File: src/rtl/cardclk_pkg.sv
package cardclk_pkg;

    typedef enum logic [1:0] {
        BUS_1LINE = 2'd0,
        BUS_4LINE = 2'd1,
        BUS_8LINE = 2'd2
    } bus_mode_e;

    // Field offsets above the divide field
    localparam int OFS_EN    = 0;
    localparam int OFS_PSAVE = 1;
    localparam int OFS_BYP   = 2;
    localparam int OFS_W4    = 3;
    localparam int OFS_W8    = 4;
    localparam int CTRL_BITS = 5;

endpackage

File: src/rtl/cardclk_cfg_reg.sv
module cardclk_cfg_reg
    import cardclk_pkg::*;
#(
    parameter int DIV_W = 8,
    parameter int CFG_W = DIV_W + CTRL_BITS
) (
    input  logic             clk,
    input  logic             rst_n,
    input  logic             we,
    input  logic [CFG_W-1:0] wdata,
    output logic [DIV_W-1:0] div_val,
    output logic             en,
    output logic             psave,
    output logic             byp,
    output logic [1:0]       mode
);

    typedef struct packed {
        logic             w8;
        logic             w4;
        logic             byp;
        logic             psave;
        logic             en;
        logic [DIV_W-1:0] div;
    } cfg_t;

    cfg_t      cfg_d, cfg_q;
    bus_mode_e mode_dec;

    always_comb begin
        cfg_d = cfg_q;
        if (we) begin
            cfg_d = cfg_t'(wdata);
        end
    end

    always_ff @(posedge clk or negedge rst_n) begin
        if (!rst_n) begin
            cfg_q <= '0;
        end else begin
            cfg_q <= cfg_d;
        end
    end

    always_comb begin
        if (cfg_q.w8) begin
            mode_dec = BUS_8LINE;
        end else if (cfg_q.w4) begin
            mode_dec = BUS_4LINE;
        end else begin
            mode_dec = BUS_1LINE;
        end
    end

    assign div_val = cfg_q.div;
    assign en      = cfg_q.en;
    assign psave   = cfg_q.psave;
    assign byp     = cfg_q.byp;
    assign mode    = mode_dec;

endmodule

File: src/rtl/cardclk_divider.sv
module cardclk_divider #(
    parameter int DIV_W = 8
) (
    input  logic             clk,
    input  logic             rst_n,
    input  logic             run,
    input  logic [DIV_W-1:0] div_val,
    output logic             div_clk,
    output logic             rise_stb
);

    typedef struct packed {
        logic [DIV_W-1:0] cnt;
        logic [DIV_W-1:0] nact;
        logic             clk_o;
        logic             stb;
    } dstate_t;

    dstate_t st_d, st_q;

    always_comb begin
        st_d     = st_q;
        st_d.stb = 1'b0;
        if (!run) begin
            st_d.cnt   = '0;
            st_d.clk_o = 1'b0;
            st_d.nact  = div_val;
        end else if (st_q.cnt == st_q.nact) begin
            // end of a half phase: toggle and pick up the latest divide value
            st_d.cnt   = '0;
            st_d.clk_o = ~st_q.clk_o;
            st_d.stb   = ~st_q.clk_o;
            st_d.nact  = div_val;
        end else begin
            st_d.cnt = st_q.cnt + 1'b1;
        end
    end

    always_ff @(posedge clk or negedge rst_n) begin
        if (!rst_n) begin
            st_q <= '0;
        end else begin
            st_q <= st_d;
        end
    end

    assign div_clk  = st_q.clk_o;
    assign rise_stb = st_q.stb;

endmodule

File: src/rtl/cardclk_gen.sv
module cardclk_gen
    import cardclk_pkg::*;
#(
    parameter int DIV_W = 8,
    parameter int CFG_W = DIV_W + CTRL_BITS
) (
    input  logic             clk,
    input  logic             rst_n,
    input  logic             cfg_we,
    input  logic [CFG_W-1:0] cfg_wdata,
    input  logic             bus_busy,
    output logic             card_clk,
    output logic             card_rise_stb,
    output logic [1:0]       bus_mode
);

    typedef struct packed {
        logic gate;
        logic byp;
    } gstate_t;

    logic [DIV_W-1:0] cfg_div;
    logic             cfg_en;
    logic             cfg_psave;
    logic             cfg_byp;
    logic             div_run;
    logic             pass_q;
    logic             div_clk;
    logic             div_stb;
    gstate_t          g_d, g_q;

    cardclk_cfg_reg #(
        .DIV_W (DIV_W),
        .CFG_W (CFG_W)
    ) u_cfg (
        .clk     (clk),
        .rst_n   (rst_n),
        .we      (cfg_we),
        .wdata   (cfg_wdata),
        .div_val (cfg_div),
        .en      (cfg_en),
        .psave   (cfg_psave),
        .byp     (cfg_byp),
        .mode    (bus_mode)
    );

    // Registered gate: enable, minus idle periods when power-save is on
    always_comb begin
        g_d      = g_q;
        g_d.gate = cfg_en & ~(cfg_psave & ~bus_busy);
        g_d.byp  = cfg_byp;
    end

    always_ff @(posedge clk or negedge rst_n) begin
        if (!rst_n) begin
            g_q <= '0;
        end else begin
            g_q <= g_d;
        end
    end

    assign div_run = g_q.gate & ~g_q.byp;
    assign pass_q  = g_q.gate & g_q.byp;

    cardclk_divider #(
        .DIV_W (DIV_W)
    ) u_div (
        .clk      (clk),
        .rst_n    (rst_n),
        .run      (div_run),
        .div_val  (cfg_div),
        .div_clk  (div_clk),
        .rise_stb (div_stb)
    );

    assign card_clk      = pass_q ? clk : div_clk;
    assign card_rise_stb = pass_q | div_stb;

endmodule

File: config.mk
export PLATFORM = sky130hd
export DESIGN_NAME = cardclk_gen
export DESIGN_NICKNAME = d
export VERILOG_FILES = /design/src/rtl/cardclk_pkg.sv /design/src/rtl/cardclk_cfg_reg.sv /design/src/rtl/cardclk_divider.sv /design/src/rtl/cardclk_gen.sv
export SDC_FILE = /design/constraint.sdc
export NUM_CORES = 1
export LEC_CHECK = 0
export ABC_AREA = 1
export BUFFER_PORTS_ARGS = -buffer_cell sky130_fd_sc_hd__buf_2
export CAP_MARGIN = 10
export CORE_ASPECT_RATIO = 1.2
export CORE_MARGIN = 4
export CORE_UTILIZATION = 50
export DETAILED_ROUTE_END_ITERATION = 8
export PLACE_DENSITY_LB_ADDON = 0.08
export SYNTH_ARGS = -nofsm -noshare
export SYNTH_HDL_FRONTEND = slang
export SYNTH_HIERARCHICAL = 1
export SYNTH_SLANG_ARGS = --single-unit
File: constraint.sdc
create_clock -name clk -period 1.65 [get_ports clk]
set_clock_uncertainty 0.2 [all_clocks]
set_input_delay 0.0825 -clock clk [delete_from_list [all_inputs] [get_ports clk]]
set_output_delay 0.0825 -clock clk [all_outputs]
set_load 0.02 [all_outputs]
==> reports/metrics.yaml, run 1 <==
status: "finished, final reports clean"
dieArea_um2: 4080
syn-instance-count: 191
ff2ff_path_depth: 6
crit_path_start: "clk"
drtIter0Drc: 68
drc: 0
clk_latency_ns: 0.44
hold_viol_final: 0
synthTopCellsByArea: "dfrtp_1 53%, nand2_1 20%, buf_4 5.3%"
worst_pin_slew_ns: 0.726
firstDrtPassIters: 4
grt_first_pass_wirelength_um: 5960
io_pins: 21
grt_max_degree: 34
vias: 1343
diodes: 0
slew_violations: 0
final-instance-count-excl-fill: 276
setup_violations: 0
critPathLaunchType: "clock port"
powerDensity_nw_per_um2: 906
layout_commonest_cell: "nand2_1"
dp_hpwl_um: 2020
yosysTopAreaCell: "dfrtp_1"
final_cell_mix: "83 x nand2_1, 33 x dfrtp_1, 29 x dlygate4sd3_1, 20 x buf_2, 16 x inv_1"
vias_per_cell: 4.87
setup_tns_ns: 0
critPathCaptureType: "output port"
synth-seq-cells: 33
cap_violations: 0
cp_max_fo: 2
yosysWarnings: 6
synthToLayoutAreaGrowth_pct: 29.4
routed_wirelength_um: 3320
coreArea_um2: 2890
port_buffers: 20
max_slew_margin: 0.516
hp-class: "primary input to asynchronous set/reset pin"
required_ns: 1.37
start_util: 0.540
yosysUniqueCellTypes: 20
rr_startpoint: "u_div/st_q[16]"
crit_type: "clock port to output port"
die_x_um: 59.0
cp_data_arrival_time_ns: 1.34
ant_nets: 0
place.gp.congestion: 0.804
slowest_delay_ns: 0.15
grt_use_total: 0.189
worstPathCellList: "clkbuf_4, clkbuf_4, nand3_1, nand2_1, buf_2"
row_count: 21
grt_pass1_vias: 1466
r2r_slack_ns: 0.10
netlist.area_leader.share: 0.529
power.total_uw: 1830
post-route-util: 0.699
antenna_found_initial: 0
seq_area_frac_synth: 0.529
cts_tree: "done"
p_leak_uw: 0.00106
slowest_stage: "buf_2"
final_nets: 259
drive_above_1_share: 0.174
netlist_area_um2: 1560
rsz0062_at_grt: "false"
wire_per_inst_um: 12.0
cts.clk_slew.worst_paths_ns: 0.09
nFillCells: 241
ir_drop_uv: 777
die_h_um: 69.2
cp-endpoint: "card_clk"
holdWs_ns: 0.0264
placed_cells: 234
synth_area_per_cell_um2: 8.17
r2r_end: "u_div/st_q[14]"
syn_nets: 209
cp_common_cell: "clkbuf_4"
grt-ovfl-total: 0
## routing by layer
metal  global-route usage  part of all wire  wire, um
met5                    0                 0         0
met4               0.0882             0.017        58
met3               0.0670             0.039       128
met2                0.323              0.54      1780
met1                0.202              0.41      1350
## cell families after synthesis
logic type / count (synthesis) / synth area share
and+or+nand+nor: 115 / 0.298
DFF: 33 / 0.529
buffers and inverters: 32 / 0.115
AOI/OAI and AO/OA: 3 / 0.0104
adders and majority gates: 1 / 0.00802
xor gates and xnor gates: 7 / 0.0393
## power by group
part           switching (uW)  total, uW  leakage, uW  internal, uW
Clock                     303        635    0.0000685           332
Combinational             148        274     0.000570           126
Sequential               47.8        920     0.000421           872
Total                     499       1830      0.00106          1330
## final cells by class
| type | instances | area (um^2) | area share |
|---|---|---|---|
| flip-flops and latches | 33 | 826 | 0.409 |
| multi-input cells | 127 | 571 | 0.283 |
| repair buffers | 52 | 415 | 0.206 |
| clock buffers | 11 | 92.6 | 0.0458 |
| inverters | 18 | 67.6 | 0.0335 |
| well taps | 34 | 42.5 | 0.0211 |
| clock inverters | 1 | 5.00 | 0.00248 |
## state kept, by name, summed over array words and instances (netlist names)
name,count
g_q,2
u_cfg/byp,1
u_cfg/cfg_q,2
u_cfg/div_val,8
u_cfg/en,1
u_cfg/psave,1
u_div/div_clk,1
u_div/rise_stb,1
u_div/st_q,16
## cell usage after synthesis
cell      count
a21oi_1       1
buf_6         1
buf_4        11
xnor2_1       5
nand2_1      83
ha_1          1
nand3_1      13
inv_2         2
clkbuf_1      1
xor2_1        2
inv_1        16
a31oi_1       1
nand4_1       2
o21ai_0       1
dfrtp_1      33
nor3_1        1
buf_8         1
nand2_2       1
nand2_4       1
nor2_1       14
## worst min path at each step
stage / start / endpoint / slack [ns] / depth (start not counted)
detailed placement: rst_n / u_div/st_q[13] / -0.02 / 1
finish: rst_n / u_div/st_q[13] / 0.03 / 2
CTS: rst_n / u_div/st_q[2] / 0.04 / 2
floorplan: rst_n / g_q[0] / -0.41 / 0
global route: rst_n / u_cfg/div_val[5] / 0.07 / 2
global placement: rst_n / u_div/st_q[13] / -0.03 / 1
## stage by stage
| stage | cell area, um^2 | setup WS, ns |
|---|---|---|
| floorplan | 1560 | 0.220 |
| global placement | 1610 | 0.0374 |
| detailed placement | 1610 | -0.0105 |
| CTS | 2010 | 0.00563 |
| global route | 2020 | 0.00617 |
| finish | 2020 | 0.0292 |
## critical path, delay by kind of cell
| family | cells | cell delay (ns) |
|---|---|---|
| buffers and inverters | 3 | 0.38 |
| AND/OR/NAND/NOR | 2 | 0.13 |
## timing repair
item                                    CTS  global route
hold buffers                             29             0
pin swaps                                 2             0
endpoints found under the setup margin    6            16
cloned                                    1             0
setup buffers                             1             0
gates resized for setup                   0             3
hold endpoints to repair                 47             0
No activity file was read; power rests on OpenSTA's default activity.
==> inputs of run 2 (changes only) <==
--- a/config.mk
+++ b/config.mk
@@ -12,6 +12,7 @@
 export CORE_MARGIN = 4
 export CORE_UTILIZATION = 50
 export DETAILED_ROUTE_END_ITERATION = 8
+export HOLD_SLACK_MARGIN = 0.03
 export PLACE_DENSITY_LB_ADDON = 0.08
 export SYNTH_ARGS = -nofsm -noshare
 export SYNTH_HDL_FRONTEND = slang
==> constraint.sdc (replaced) <==
create_clock -name clk -period 1.81 [get_ports clk]
set_clock_uncertainty 0.2 [all_clocks]
set_input_delay 0.0905 -clock clk [delete_from_list [all_inputs] [get_ports clk]]
set_output_delay 0.0905 -clock clk [all_outputs]
set_load 0.02 [all_outputs]
==> reports/metrics.yaml, run 2 (same netlist as run 1, synthesis figures left out) <==
rr_startpoint: "u_div/st_q[16]"  # unchanged
crit_path_start: "cfg_wdata[7]"  # was clk
drive_above_1_share: 0.151  # was 0.174
vias: 1377  # was 1343
hold_viol_final: 0  # unchanged
clk_latency_ns: 0.46  # was 0.44 ns
cp_max_fo: 1  # was 2
max_slew_margin: 0.512  # was 0.516
required_ns: 1.96  # was 1.37 ns
hp-class: "primary input to asynchronous set/reset pin"  # unchanged
coreArea_um2: 2890  # unchanged
dieArea_um2: 4080  # unchanged
drtIter0Drc: 68  # unchanged
diodes: 0  # unchanged
ir_drop_uv: 764  # was 777 uV
rsz0062_at_grt: "false"  # unchanged
critPathLaunchType: "primary input"  # was clock port
wire_per_inst_um: 13.7  # was 12.0 um
finalCriticalPeriod_ns: 1.80
post-cts-setup-buffers: 0  # was 1
status: "finished, final reports clean"  # unchanged
final_nets: 256  # was 259
setup_violations: 0  # unchanged
fmax_mhz: 555
powerDensity_nw_per_um2: 942  # was 906 nW/um^2
grt-ovfl-total: 0  # unchanged
cp_common_cell: "dlygate4sd3_1"  # was clkbuf_4
antenna_found_initial: 0  # unchanged
crit_type: "primary input to flop"  # was clock port to output port
cp_data_arrival_time_ns: 1.95  # was 1.34 ns
largest_reg_flops: 16  # unchanged
final_cell_mix: "83 x nand2_1, 33 x dfrtp_1, 30 x dlygate4sd3_1, 20 x buf_2, 16 x inv_1"  # was 83 x nand2_1, 33 x dfrtp_1, 29 x dlygate4sd3_1, 20 x buf_2, 16 x inv_1
r2r_end: "u_div/st_q[8]"  # was u_div/st_q[14]
vias_per_cell: 5.04  # was 4.87
slowest_stage: "dlygate4sd3_1"  # was buf_2
cp-endpoint: "u_cfg/div_val[7]"  # was card_clk
row_count: 21  # unchanged
worst_pin_slew_ns: 0.732  # was 0.726 ns
r2r_slack_ns: 0.16  # was 0.10 ns
port_buffers: 20  # unchanged
routed_wirelength_um: 3740  # was 3320 um
fin_crit_sh: 0.996
setup_tns_ns: 0  # unchanged
worstPathCellList: "dlygate4sd3_1, buf_2, nand2_1, dlygate4sd3_1, nand2_1, dlygate4sd3_1"  # was clkbuf_4, clkbuf_4, nand3_1, nand2_1, buf_2
critPathCaptureType: "flop"  # was output port
grt_pass1_vias: 1501  # was 1466
top_register: "u_div/st_q"  # unchanged
slew_violations: 0  # unchanged
layout_commonest_cell: "nand2_1"  # unchanged
cts.clk_slew.worst_paths_ns: 0.12  # was 0.09 ns
cap_violations: 0  # unchanged
grt_use_total: 0.212  # was 0.189
ant_nets: 0  # unchanged
grt_max_degree: 34  # unchanged
slowest_delay_ns: 0.57  # was 0.15 ns
firstDrtPassIters: 4  # unchanged
grt_first_pass_wirelength_um: 6470  # was 5960 um
dp_hpwl_um: 1930  # was 2020 um
place.gp.congestion: 0.820  # was 0.804
drc: 0  # unchanged
ff2ff_path_depth: 7  # was 6
cts_tree: "done"  # unchanged
start_util: 0.540  # unchanged
power.total_uw: 1910  # was 1830 uW
p_leak_uw: 0.00107  # was 0.00106 uW
synthToLayoutAreaGrowth_pct: 30.2  # was 29.4%
die_x_um: 59.0  # unchanged
die_h_um: 69.2  # unchanged
io_pins: 21  # unchanged
-- run 2: changes by cell type in the layout (fill, tap and decap cells not counted), sizes merged --
cell         before  now
dlygate4sd3      29   30
bufinv            0    2
buf              24   21
nand2            86   85
clkbuf           10    8
-- run 2: timing repair --
item | 4_1_cts | 5_1_grt
setup endpoints to repair | 0 | 14
hold buffers | 41 | 0
endpoints found under the hold margin | 47 | 0
gates resized for setup | 0 | 1
-- run 2: through the flow --
stage	cell area (um^2)	utilization	instances	setup slack, ns	hold WS [ns]
after floorplan	1560	-	191	0.380	-0.405
after global placement	1600	0.553	232	0.194	-0.0165
after detailed placement	1600	0.553	232	0.144	-0.00771
after CTS	2130	0.738	284	0.0347	0.0471
after global routing	2030	0.703	273	0.00716	0.0590
final	2030	0.703	273	0.00782	0.0157
-- run 2: where the power goes --
| group | switching [uW] | internal, uW | total (uW) |
|---|---|---|---|
| Clock | 298 | 505 | 803 |
| Sequential | 46.0 | 795 | 841 |
| Combinational | 141 | 127 | 268 |
| Total | 485 | 1430 | 1910 |
-- run 2: worst min path at each step --
stage	slack [ns]	start	to	cells past startpoint
final	0.02	rst_n	u_cfg/div_val[3]	2
after global routing	0.06	rst_n	u_cfg/div_val[3]	2
after CTS	0.05	rst_n	u_div/st_q[3]	2
after detailed placement	-0.008	rst_n	u_div/st_q[13]	1
after global placement	-0.02	rst_n	u_div/st_q[11]	1
after floorplan	-0.41	rst_n	g_q[0]	0
-- run 2: final cells by class --
cell class / count / area [um^2]
fillers: 203 / 858
multi-input cells: 126 / 563
repair buffers: 50 / 403
well taps: 34 / 42.5
clock inverters: 3 / 65.1
inverters: 18 / 67.6
clock buffers: 9 / 65.1
flip-flops and latches: 33 / 826
-- run 2: critical path, delay by kind of cell --
kind                   cells  cell delay (ns)
buffers and inverters      4             1.74
AND/OR/NAND/NOR            2             0.11
-- run 2: routing by layer --
layer	wire, um	vias to the layer above	global-route usage
met2	1970	54	0.340
met5	0	-	0
met1	1430	643	0.242
li1	-	662	-
met4	146	0	0.128
met3	197	18	0.0615
